### src/rtl/retstk_pkg.sv
package retstk_pkg;
   timeunit 1ns;
   timeprecision 1ps;

   // operation applied to the stack on a strobe
   typedef enum logic [1:0] {
      OP_NONE = 2'd0,
      OP_PUSH = 2'd1,
      OP_POP  = 2'd2,
      OP_ACK  = 2'd3
   } stk_op_e;
endpackage

### src/rtl/retstk_sync.sv
module retstk_sync #(
   parameter int STAGES    = 2,
   parameter bit RESET_VAL = 1'b1
) (
   input  logic clk,
   input  logic rst_n,
   input  logic din,
   output logic dout
);
   timeunit 1ns;
   timeprecision 1ps;

   if (STAGES < 2) begin : g_bad_stages
      $error("retstk_sync: STAGES must be at least 2");
   end

   logic [STAGES-1:0] sh_q;

   always_ff @(posedge clk or negedge rst_n) begin
      if (!rst_n) sh_q <= {STAGES{RESET_VAL}};
      else        sh_q <= {sh_q[STAGES-2:0], din};
   end

   assign dout = sh_q[STAGES-1];
endmodule

### src/rtl/retstk_irq_qual.sv
module retstk_irq_qual #(
   parameter int QUAL = 2
) (
   input  logic clk,
   input  logic rst_n,
   input  logic stb,
   input  logic pin_s,
   input  logic int_en,
   input  logic ack,
   output logic pend
);
   timeunit 1ns;
   timeprecision 1ps;

   localparam int CW = $clog2(QUAL + 1);

   if (QUAL < 1) begin : g_bad_qual
      $error("retstk_irq_qual: QUAL must be at least 1");
   end

   logic          armed_q;
   logic [CW-1:0] low_cnt_q;
   logic          last_low;
   logic          qualify;

   assign last_low = (low_cnt_q == CW'(QUAL - 1));
   assign qualify  = stb && !pin_s && armed_q && last_low && int_en;

   always_ff @(posedge clk or negedge rst_n) begin
      if (!rst_n) begin
         armed_q   <= 1'b0;
         low_cnt_q <= '0;
      end else if (stb) begin
         if (pin_s) begin
            armed_q   <= 1'b1;
            low_cnt_q <= '0;
         end else if (armed_q) begin
            if (last_low) begin
               armed_q   <= 1'b0;
               low_cnt_q <= '0;
            end else begin
               low_cnt_q <= low_cnt_q + 1'b1;
            end
         end
      end
   end

   always_ff @(posedge clk or negedge rst_n) begin
      if (!rst_n)       pend <= 1'b0;
      else if (ack)     pend <= 1'b0;
      else if (qualify) pend <= 1'b1;
   end
endmodule

### src/rtl/retstk_store.sv
module retstk_store
   import retstk_pkg::*;
#(
   parameter int AW    = 11,
   parameter int DEPTH = 3
) (
   input  logic          clk,
   input  logic          rst_n,
   input  stk_op_e       op,
   input  logic [AW-1:0] push_addr,
   input  logic          push_skip,
   output logic [AW-1:0] top_addr,
   output logic          top_skip
);
   timeunit 1ns;
   timeprecision 1ps;

   if (DEPTH < 2) begin : g_bad_depth
      $error("retstk_store: DEPTH must be at least 2");
   end

   logic [DEPTH-1:0][AW-1:0] addr_q, addr_d;
   logic [DEPTH-1:0]         skip_q, skip_d;

   always_comb begin
      addr_d = addr_q;
      skip_d = skip_q;
      unique case (op)
         OP_PUSH, OP_ACK: begin
            addr_d = {addr_q[DEPTH-2:0], push_addr};
            skip_d = {skip_q[DEPTH-2:0], push_skip};
         end
         OP_POP: begin
            addr_d = {addr_q[DEPTH-1], addr_q[DEPTH-1:1]};
            skip_d = {skip_q[DEPTH-1], skip_q[DEPTH-1:1]};
         end
         default: ;
      endcase
   end

   always_ff @(posedge clk or negedge rst_n) begin
      if (!rst_n) begin
         addr_q <= '0;
         skip_q <= '0;
      end else begin
         addr_q <= addr_d;
         skip_q <= skip_d;
      end
   end

   assign top_addr = addr_q[0];
   assign top_skip = skip_q[0];
endmodule

### src/rtl/retstk_irq.sv
module retstk_irq
   import retstk_pkg::*;
#(
   parameter int          AW        = 11,
   parameter int          DEPTH     = 3,
   parameter int          QUAL      = 2,
   parameter int          SYNC      = 2,
   parameter logic [31:0] VECTOR    = 32'h0FF
) (
   input  logic          clk,
   input  logic          rst_n,
   input  logic          cyc_stb,
   input  logic          push_req,
   input  logic          pop_req,
   input  logic [AW-1:0] push_addr,
   input  logic          int_pin,
   input  logic          int_en,
   input  logic          skip_pend,
   input  logic          xfer_chain,
   output logic [AW-1:0] pc_load,
   output logic          pc_load_vld,
   output logic          en_clr,
   output logic          skip_restore
);
   timeunit 1ns;
   timeprecision 1ps;

   localparam logic [AW-1:0] VEC = VECTOR[AW-1:0];

   if ((VECTOR >> AW) != 0) begin : g_bad_vector
      $error("retstk_irq: VECTOR does not fit in AW bits");
   end

   logic          pin_s;
   logic          pend;
   logic          ack;
   stk_op_e       op;
   logic [AW-1:0] top_addr;
   logic          top_skip;

   retstk_sync #(.STAGES(SYNC), .RESET_VAL(1'b1)) u_sync (
      .clk   (clk),
      .rst_n (rst_n),
      .din   (int_pin),
      .dout  (pin_s)
   );

   assign ack = cyc_stb && pend && int_en && !xfer_chain && !push_req && !pop_req;

   retstk_irq_qual #(.QUAL(QUAL)) u_qual (
      .clk    (clk),
      .rst_n  (rst_n),
      .stb    (cyc_stb),
      .pin_s  (pin_s),
      .int_en (int_en),
      .ack    (ack),
      .pend   (pend)
   );

   always_comb begin
      if (!cyc_stb)     op = OP_NONE;
      else if (pop_req) op = OP_POP;
      else if (ack)     op = OP_ACK;
      else if (push_req) op = OP_PUSH;
      else              op = OP_NONE;
   end

   retstk_store #(.AW(AW), .DEPTH(DEPTH)) u_store (
      .clk       (clk),
      .rst_n     (rst_n),
      .op        (op),
      .push_addr (push_addr),
      .push_skip (op == OP_ACK ? skip_pend : 1'b0),
      .top_addr  (top_addr),
      .top_skip  (top_skip)
   );

   always_ff @(posedge clk or negedge rst_n) begin
      if (!rst_n) begin
         pc_load      <= '0;
         pc_load_vld  <= 1'b0;
         en_clr       <= 1'b0;
         skip_restore <= 1'b0;
      end else begin
         pc_load_vld  <= 1'b0;
         en_clr       <= 1'b0;
         skip_restore <= 1'b0;
         unique case (op)
            OP_POP: begin
               pc_load      <= top_addr;
               pc_load_vld  <= 1'b1;
               skip_restore <= top_skip;
            end
            OP_ACK: begin
               pc_load     <= VEC;
               pc_load_vld <= 1'b1;
               en_clr      <= 1'b1;
            end
            default: ;
         endcase
      end
   end
endmodule

### config.mk
export PLATFORM = sky130hd
export DESIGN_NAME = retstk_irq
export DESIGN_NICKNAME = d
export VERILOG_FILES = /design/src/rtl/retstk_pkg.sv /design/src/rtl/retstk_sync.sv /design/src/rtl/retstk_irq_qual.sv /design/src/rtl/retstk_store.sv /design/src/rtl/retstk_irq.sv
export SDC_FILE = /design/constraint.sdc
export NUM_CORES = 1
export LEC_CHECK = 0
export BUFFER_PORTS_ARGS = -buffer_cell sky130_fd_sc_hd__buf_4
export CELL_PAD_IN_SITES_DETAIL_PLACEMENT = 1
export CELL_PAD_IN_SITES_GLOBAL_PLACEMENT = 2
export CORE_MARGIN = 1
export CORE_UTILIZATION = 29
export CTS_CLUSTER_SIZE = 10
export DETAILED_ROUTE_END_ITERATION = 16
export PLACE_DENSITY = 0.58
export SYNTH_ARGS = -nofsm -noshare
export SYNTH_HDL_FRONTEND = slang
export SYNTH_SLANG_ARGS = --single-unit
export TNS_END_PERCENT = 1
### constraint.sdc
create_clock -name clk -period 2.75 [get_ports clk]
set_input_delay 0.275 -clock clk [delete_from_list [all_inputs] [get_ports clk]]
set_output_delay 0.275 -clock clk [all_outputs]
set_load 0.1 [all_outputs]
==> After elaboration in Yosys (flattened, before gate mapping) <==
Index checks and enable logic that the tools add are counted.
W data, S select, Z words.
{ "totals": {"reg_bits": 56, "in_bits": 20, "output_inout_bits": 14, "wordCells": 59} }
{ "classes": {"n_addsub": 1, "eq_ne": 4, "mux": 19, "n_bitwise": 1, "n_reduce_logical": 21} }
{ "op_table": {"columns": ["op", "count"], "rows": [
  ["$pmux W33 S2", 1],
  ["$pmux W11 S2", 1],
  ["$mux W2", 6],
  ["$mux W1", 10],
  ["$logic_and A1 B1 Y1", 9],
  ["$reduce_bool A2 Y1", 4],
  ["$pmux W3 S2", 1],
  ["$eq A2 B1 Y1 const B", 2],
  ["$eq A2 B2 Y1 const B", 2],
  ["$logic_not A1 Y1", 4],
  ["$reduce_and A2 Y1", 2],
  ["$reduce_or A2 Y1", 2],
  ["$add A2 B1 Y2 const B", 1],
  ["$not A1 Y1", 1]
]} }

==> Longest topological paths before layout <==
{ "depth": {"word_depth": 11, "depth_mapped": 6, "ltp_nobuf": 4} }

==> Cells and area by module <==
From an unflattened synthesis, not the netlist that was laid out.
{ "unflattened": {"hier_cells": 231, "hier_area_um2": 2672.6} }
{ "modules_own_cells": {"columns": ["mod", "instances", "cells_per_inst", "area_each_um2"], "rows": [
  ["retstk_store", 1, 141, 1721.7],
  ["retstk_irq", 1, 73, 714.4],
  ["retstk_irq_qual", 1, 15, 183.9],
  ["retstk_sync", 1, 2, 52.6]
]} }

==> Worst setup path after synthesis <==
No wires, ideal clock.
{ "synth_path": {"kind": "reg2reg", "start": "reg u_qual.pend", "end": "reg u_store.addr_q (netlist bit u_store.top_addr[10])", "setup_ps": 126, "arrival_ps": 1307, "required_ps": 2624, "slack_ps": 1317, "stages_incl_launch_ff": 6, "path_buffers": 2, "synth_period_minus_slack_ps": 1433, "path_cell_list": "dfrtp_1 -> and3b_4 -> o21a_1 -> buf_6 -> buf_6 -> a221o_1"} }
{ "synth_between": {"elab_chain_len": 11} }
{ "synth_lines": {"columns": ["element", "line", "source"], "rows": [
  ["start: declaration", "retstk_irq_qual.sv:10", "output logic pend"],
  ["start signal: assignment", "retstk_irq_qual.sv:49", "if (!rst_n) pend <= 1'b0;"],
  ["start signal: assignment", "retstk_irq_qual.sv:50", "else if (ack) pend <= 1'b0;"],
  ["start signal: assignment", "retstk_irq_qual.sv:51", "else if (qualify) pend <= 1'b1;"],
  ["$logic_and A1 B1 Y1 (*) (5 in series)", "retstk_irq.sv:48", "assign ack = cyc_stb && pend && int_en && !xfer_chain && !push_req && !pop_req;"],
  ["$mux W2 (*)", "retstk_irq.sv:63", "else if (ack) op = OP_ACK;"],
  ["$mux W2 (*)", "retstk_irq.sv:62", "else if (pop_req) op = OP_POP;"],
  ["$mux W2 (*)", "retstk_irq.sv:61", "if (!cyc_stb) op = OP_NONE;"],
  ["$eq A2 B2 Y1 or $eq A2 B1 Y1 (tied branches)", "retstk_store.sv:28", "unique case (op)"],
  ["$reduce_or A2 Y1", "retstk_store.sv:28", null],
  ["$pmux W33 S2 or $reduce_bool A2 Y1 (tied branches)", null, null],
  ["end signal: assignment", "retstk_store.sv:46", "addr_q <= addr_d;"],
  ["end: declaration", "retstk_store.sv:22", "logic [DEPTH-1:0][AW-1:0] addr_q, addr_d;"]
]} }
Every way passes the cells marked *; elsewhere a longest branch is shown, timed or not. The select of a mux whose other input is x is not followed.
A chain may end at the register's enable or synchronous reset.

==> Worst setup path in the final report <==
{ "layout_path": {"start": "reg u_qual.pend", "end": "reg u_store.addr_q[25] (netlist bit)"} }
{ "layout_between": {"elab_chain_len": 11} }
{ "layout_lines": {"columns": ["element", "line"], "rows": [
  ["$logic_and A1 B1 Y1 (*) (5 in series)", "retstk_irq.sv:48"],
  ["$mux W2 (*)", "retstk_irq.sv:63"],
  ["$mux W2 (*)", "retstk_irq.sv:62"],
  ["$mux W2 (*)", "retstk_irq.sv:61"],
  ["$eq A2 B2 Y1 or $eq A2 B1 Y1 (tied branches)", "retstk_store.sv:28"],
  ["$reduce_or A2 Y1 or $not A1 Y1 (tied branches)", null],
  ["$reduce_and A2 Y1 (no line) (*)", null]
]} }
Every way passes the cells marked *; elsewhere a longest branch is shown, timed or not.

==> results_tabular.tex <==
\begin{tabular}{lr}
\hline
Metric & Value \\
\hline
\multicolumn{2}{l}{\textbf{Run status}} \\
Run status & finished, final reports clean \\
\multicolumn{2}{l}{\textbf{Critical path}} \\
Critical Path RT & 2.94 ns \\
Crit path capture type & flop \\
Type of the setup path with the least slack & reg2reg \\
Kind of launch point of the worst setup path & flop \\
Arrival time of the worst setup path & 1.89 ns \\
Worst Path Max Fanout & 13 \\
\multicolumn{2}{l}{\textbf{Floorplanning}} \\
Die footprint & 8500 um2 \\
Row count & 32 \\
I/O pin total & 34 \\
Die Span X & 92.2 um \\
Core outline area & 7810 um2 \\
Initial standard-cell utilization of the core & 0.302 \\
Chip Height & 92.2 um \\
\multicolumn{2}{l}{\textbf{Worst hold path}} \\
Type of the most critical hold path & in2async \\
\multicolumn{2}{l}{\textbf{Yosys}} \\
Synthesized area per cell & 14.0 um2 \\
Synthesized netlist net count & 188 \\
Biggest area consumer among synthesized cells & sky130\_fd\_sc\_hd\_\_dfrtp\_1 \\
Area of the mapped netlist & 2360 um2 \\
Warnings from Yosys & 0 \\
Post-Syn Instances & 168 \\
Flip-flop and latch count after synthesis & 56 \\
Area share of the leading cell type in the synthesized netlist & 0.573 \\
Sequential element share of the synthesized area & 0.595 \\
Number of distinct library cells after synthesis & 32 \\
Cells taking the most area after synthesis & sky130\_fd\_sc\_hd\_\_dfrtp\_1 57\%, sky130\_fd\_sc\_hd\_\_o22a\_1 7.1\%, sky130\_fd\_sc\_hd\_\_mux2\_2 5.7\% \\
\multicolumn{2}{l}{\textbf{Clock tree}} \\
Setup fix buffers added after clock tree synthesis & 0 \\
Hold-fix buffers at CTS & 0 \\
Clock tree from TritonCTS & yes \\
H-tree level count & 2 \\
Root cell of the clock tree & sky130\_fd\_sc\_hd\_\_clkbuf\_8 \\
Clock Tree Buf Depth & 2 \\
Worst skew pair latency & 0.31 ns \\
Clock tree sinks & 56 \\
Post-CTS clock slew at the launch and capture registers of the worst setup and hold paths & 0.10 ns \\
PostCTS Resize Cnt & 0 \\
CTS Buf Count & 5 \\
\multicolumn{2}{l}{\textbf{Finish}} \\
Total of fill cells in the finished design & 836 \\
Final instance area & 2790 um2 \\
Layout Area Growth over Synthesis & 18.1\% \\
Fraction of final layout cells sized beyond drive strength 1 & 0.373 \\
Sequential cell area in the final layout & 1400 um2 \\
Number of diodes added for antenna fixing & 0 \\
Most frequent cells in the layout & 54 x sky130\_fd\_sc\_hd\_\_dfrtp\_1, 37 x sky130\_fd\_sc\_hd\_\_buf\_4, 19 x sky130\_fd\_sc\_hd\_\_o22a\_1 \\
Commonest non-fill, non-tap cell in the layout & sky130\_fd\_sc\_hd\_\_dfrtp\_1 \\
Footprint of the multi-input gates & 862 um2 \\
Final Net Count & 220 \\
\multicolumn{2}{l}{\textbf{Power and ir drop}} \\
Clock power frac & 0.183 \\
Power spent charging and discharging nets & 0.992 mW \\
Net switching share of the total power & 0.375 \\
Total power density per cell area & 950 nW/um2 \\
Worst vdd ir & 0.000300 V \\
Cell leakage power & 1.18 nW \\
Internal power & 1.66 mW \\
Register share of total power & 0.490 \\
Share of power burned in combinational logic & 0.327 \\
\multicolumn{2}{l}{\textbf{STA}} \\
RSZ-0062 raised after global routing & false \\
Final Max Slew Viols & 0 \\
Final setup vio count & 0 \\
Tmin final & 1.70 ns \\
Tightest Pin Transition & 0.824 ns \\
Final hold violation count & 0 \\
Headroom to the max-slew limit & 0.449 \\
Post-route clock period utilization & 0.618 \\
Top achievable clock speed & 588 MHz \\
Post-route setup TNS & 0 ns \\
Setup Skew & 0.00674 ns \\
\multicolumn{2}{l}{\textbf{Drt}} \\
Remaining number of nets flagged by the antenna check after routing & 0 \\
Total wire length after detailed routing & 5.60 mm \\
Final routed DRC violation total & 0 \\
Via total after detailed routing & 1583 \\
Count of routing violations after the opening detailed-route iteration & 79 \\
DR vias/cell & 5.22 \\
Wire length per cell & 18.5 um \\
Detailed-router iteration count before antenna repair & 4 \\
\multicolumn{2}{l}{\textbf{Placement}} \\
GPL Wtd Cong & 0.687 \\
Cell area reported after detailed placement & 2690 um2 \\
HPWL after detailed placement & 3.57 mm \\
Number of buffers added on ports & 33 \\
\multicolumn{2}{l}{\textbf{Global route}} \\
Vias in the first global route & 1687 \\
Total global-route track usage & 0.141 \\
Wire length of the first global-routing pass & 9.17 mm \\
Pin count of the biggest net entering global routing & 57 \\
Antenna violations before repair & 0 \\
Grt ovf & 0 \\
\multicolumn{2}{l}{\textbf{Run}} \\
Max-cap violations & 0 \\
\hline
\end{tabular}
==> metal layers <==
layer	share of wire	vias up	GRT usage
met3	0.033	4	0.0299
met2	0.48	31	0.225
met4	0.0075	0	0.0391
li1	-	731	-
met1	0.48	817	0.194
met5	0	-	0
==> logic make-up after synthesis <==
kind of cell,count (synthesis),share of synthesized area
flops,56,0.595
buf+inv,16,0.0398
mux,13,0.0615
simple gates,15,0.0408
compound gates,68,0.263
==> final timing paths <==
kind	endpoint	cells after the start	slack, ns	startpoint
worst max-delay path	u_store.addr_q[25]$_DFFE_PN0P_	3	1.05	u_qual.pend$_DFFE_PN0P_
max in group asynchronous	u_store.addr_q[15]$_DFFE_PN0P_	1	2.26	rst_n
worst min register to register	u_sync.sh_q[1]$_DFF_PN1_	0	0.36	u_sync.sh_q[0]$_DFF_PN1_
min in group clk	u_sync.sh_q[0]$_DFF_PN1_	1	0.06	int_pin
worst min-delay path	skip_restore$_DFF_PN0_	1	0.009	rst_n
worst max register to register	u_store.addr_q[25]$_DFFE_PN0P_	3	1.05	u_qual.pend$_DFFE_PN0P_
==> final cells by class <==
| cell class | instances | area share |
|---|---|---|
| Inverter | 4 | 0.00539 |
| Timing Repair Buffer | 37 | 0.0996 |
| Clock buffer | 6 | 0.0296 |
| Tap cell | 102 | 0.0458 |
| Clock inverter | 2 | 0.00673 |
| Multi-Input combinational cell | 96 | 0.309 |
| Sequential cell | 56 | 0.504 |
==> cell usage after synthesis (all sizes together) <==
master / count
a32oi: 1
o22a: 19
nor2: 2
buf: 8
o2bb2ai: 1
a21oi: 2
o21a: 2
nand2: 3
nand3b: 2
mux2: 12
o21ai: 3
clkbuf: 4
dfrtp: 54
a22o: 15
and2: 2
a221o: 11
a2bb2oi: 1
and4bb: 1
mux2i: 1
inv: 4
o22ai: 1
nor3: 2
o221a: 11
nor2b: 2
dfstp: 2
a221oi: 1
and3b: 1
==> worst max-delay path: stages (launching register included) <==
cell	delay (ns)
sky130_fd_sc_hd__dfrtp_1	0.42
sky130_fd_sc_hd__and3b_4	0.20
sky130_fd_sc_hd__o21ai_2	0.55
sky130_fd_sc_hd__mux2_2	0.41
==> metrics by stage <==
step	power (mW)	setup WS, ns	util	std cells	hold WS [ns]
after global placement	2.15	0.860	0.344	295	0.346
after global routing	2.80	0.932	0.357	303	0.0371
final	2.65	1.05	0.357	303	0.00915
after floorplan	1.95	1.32	-	168	-0.0206
after CTS	2.68	1.02	0.357	303	0.0333
after detailed placement	2.18	0.786	0.344	295	0.349
==> power groups by stage <==
stage | sequential (mW) | combinational [mW] | clock (mW)
6_report | 1.30 | 0.865 | 0.485
5_1_grt | 1.33 | 0.919 | 0.543
4_1_cts | 1.30 | 0.876 | 0.511
3_5_place_dp | 1.31 | 0.872 | 0
3_3_place_gp | 1.29 | 0.856 | 0
2_1_floorplan | 1.56 | 0.391 | 0
==> state kept, by name, summed over array words and instances, names as in the netlist <==
signal,cells
en_clr,1
skip_restore,1
u_sync.sh_q,2
pc_load_vld,1
u_qual.low_cnt_q,2
pc_load,11
u_qual.armed_q,1
u_store.addr_q,22
u_qual.pend,1
u_store.top_addr,11
u_store.skip_q,3
Power figures use the tool's default switching activity.
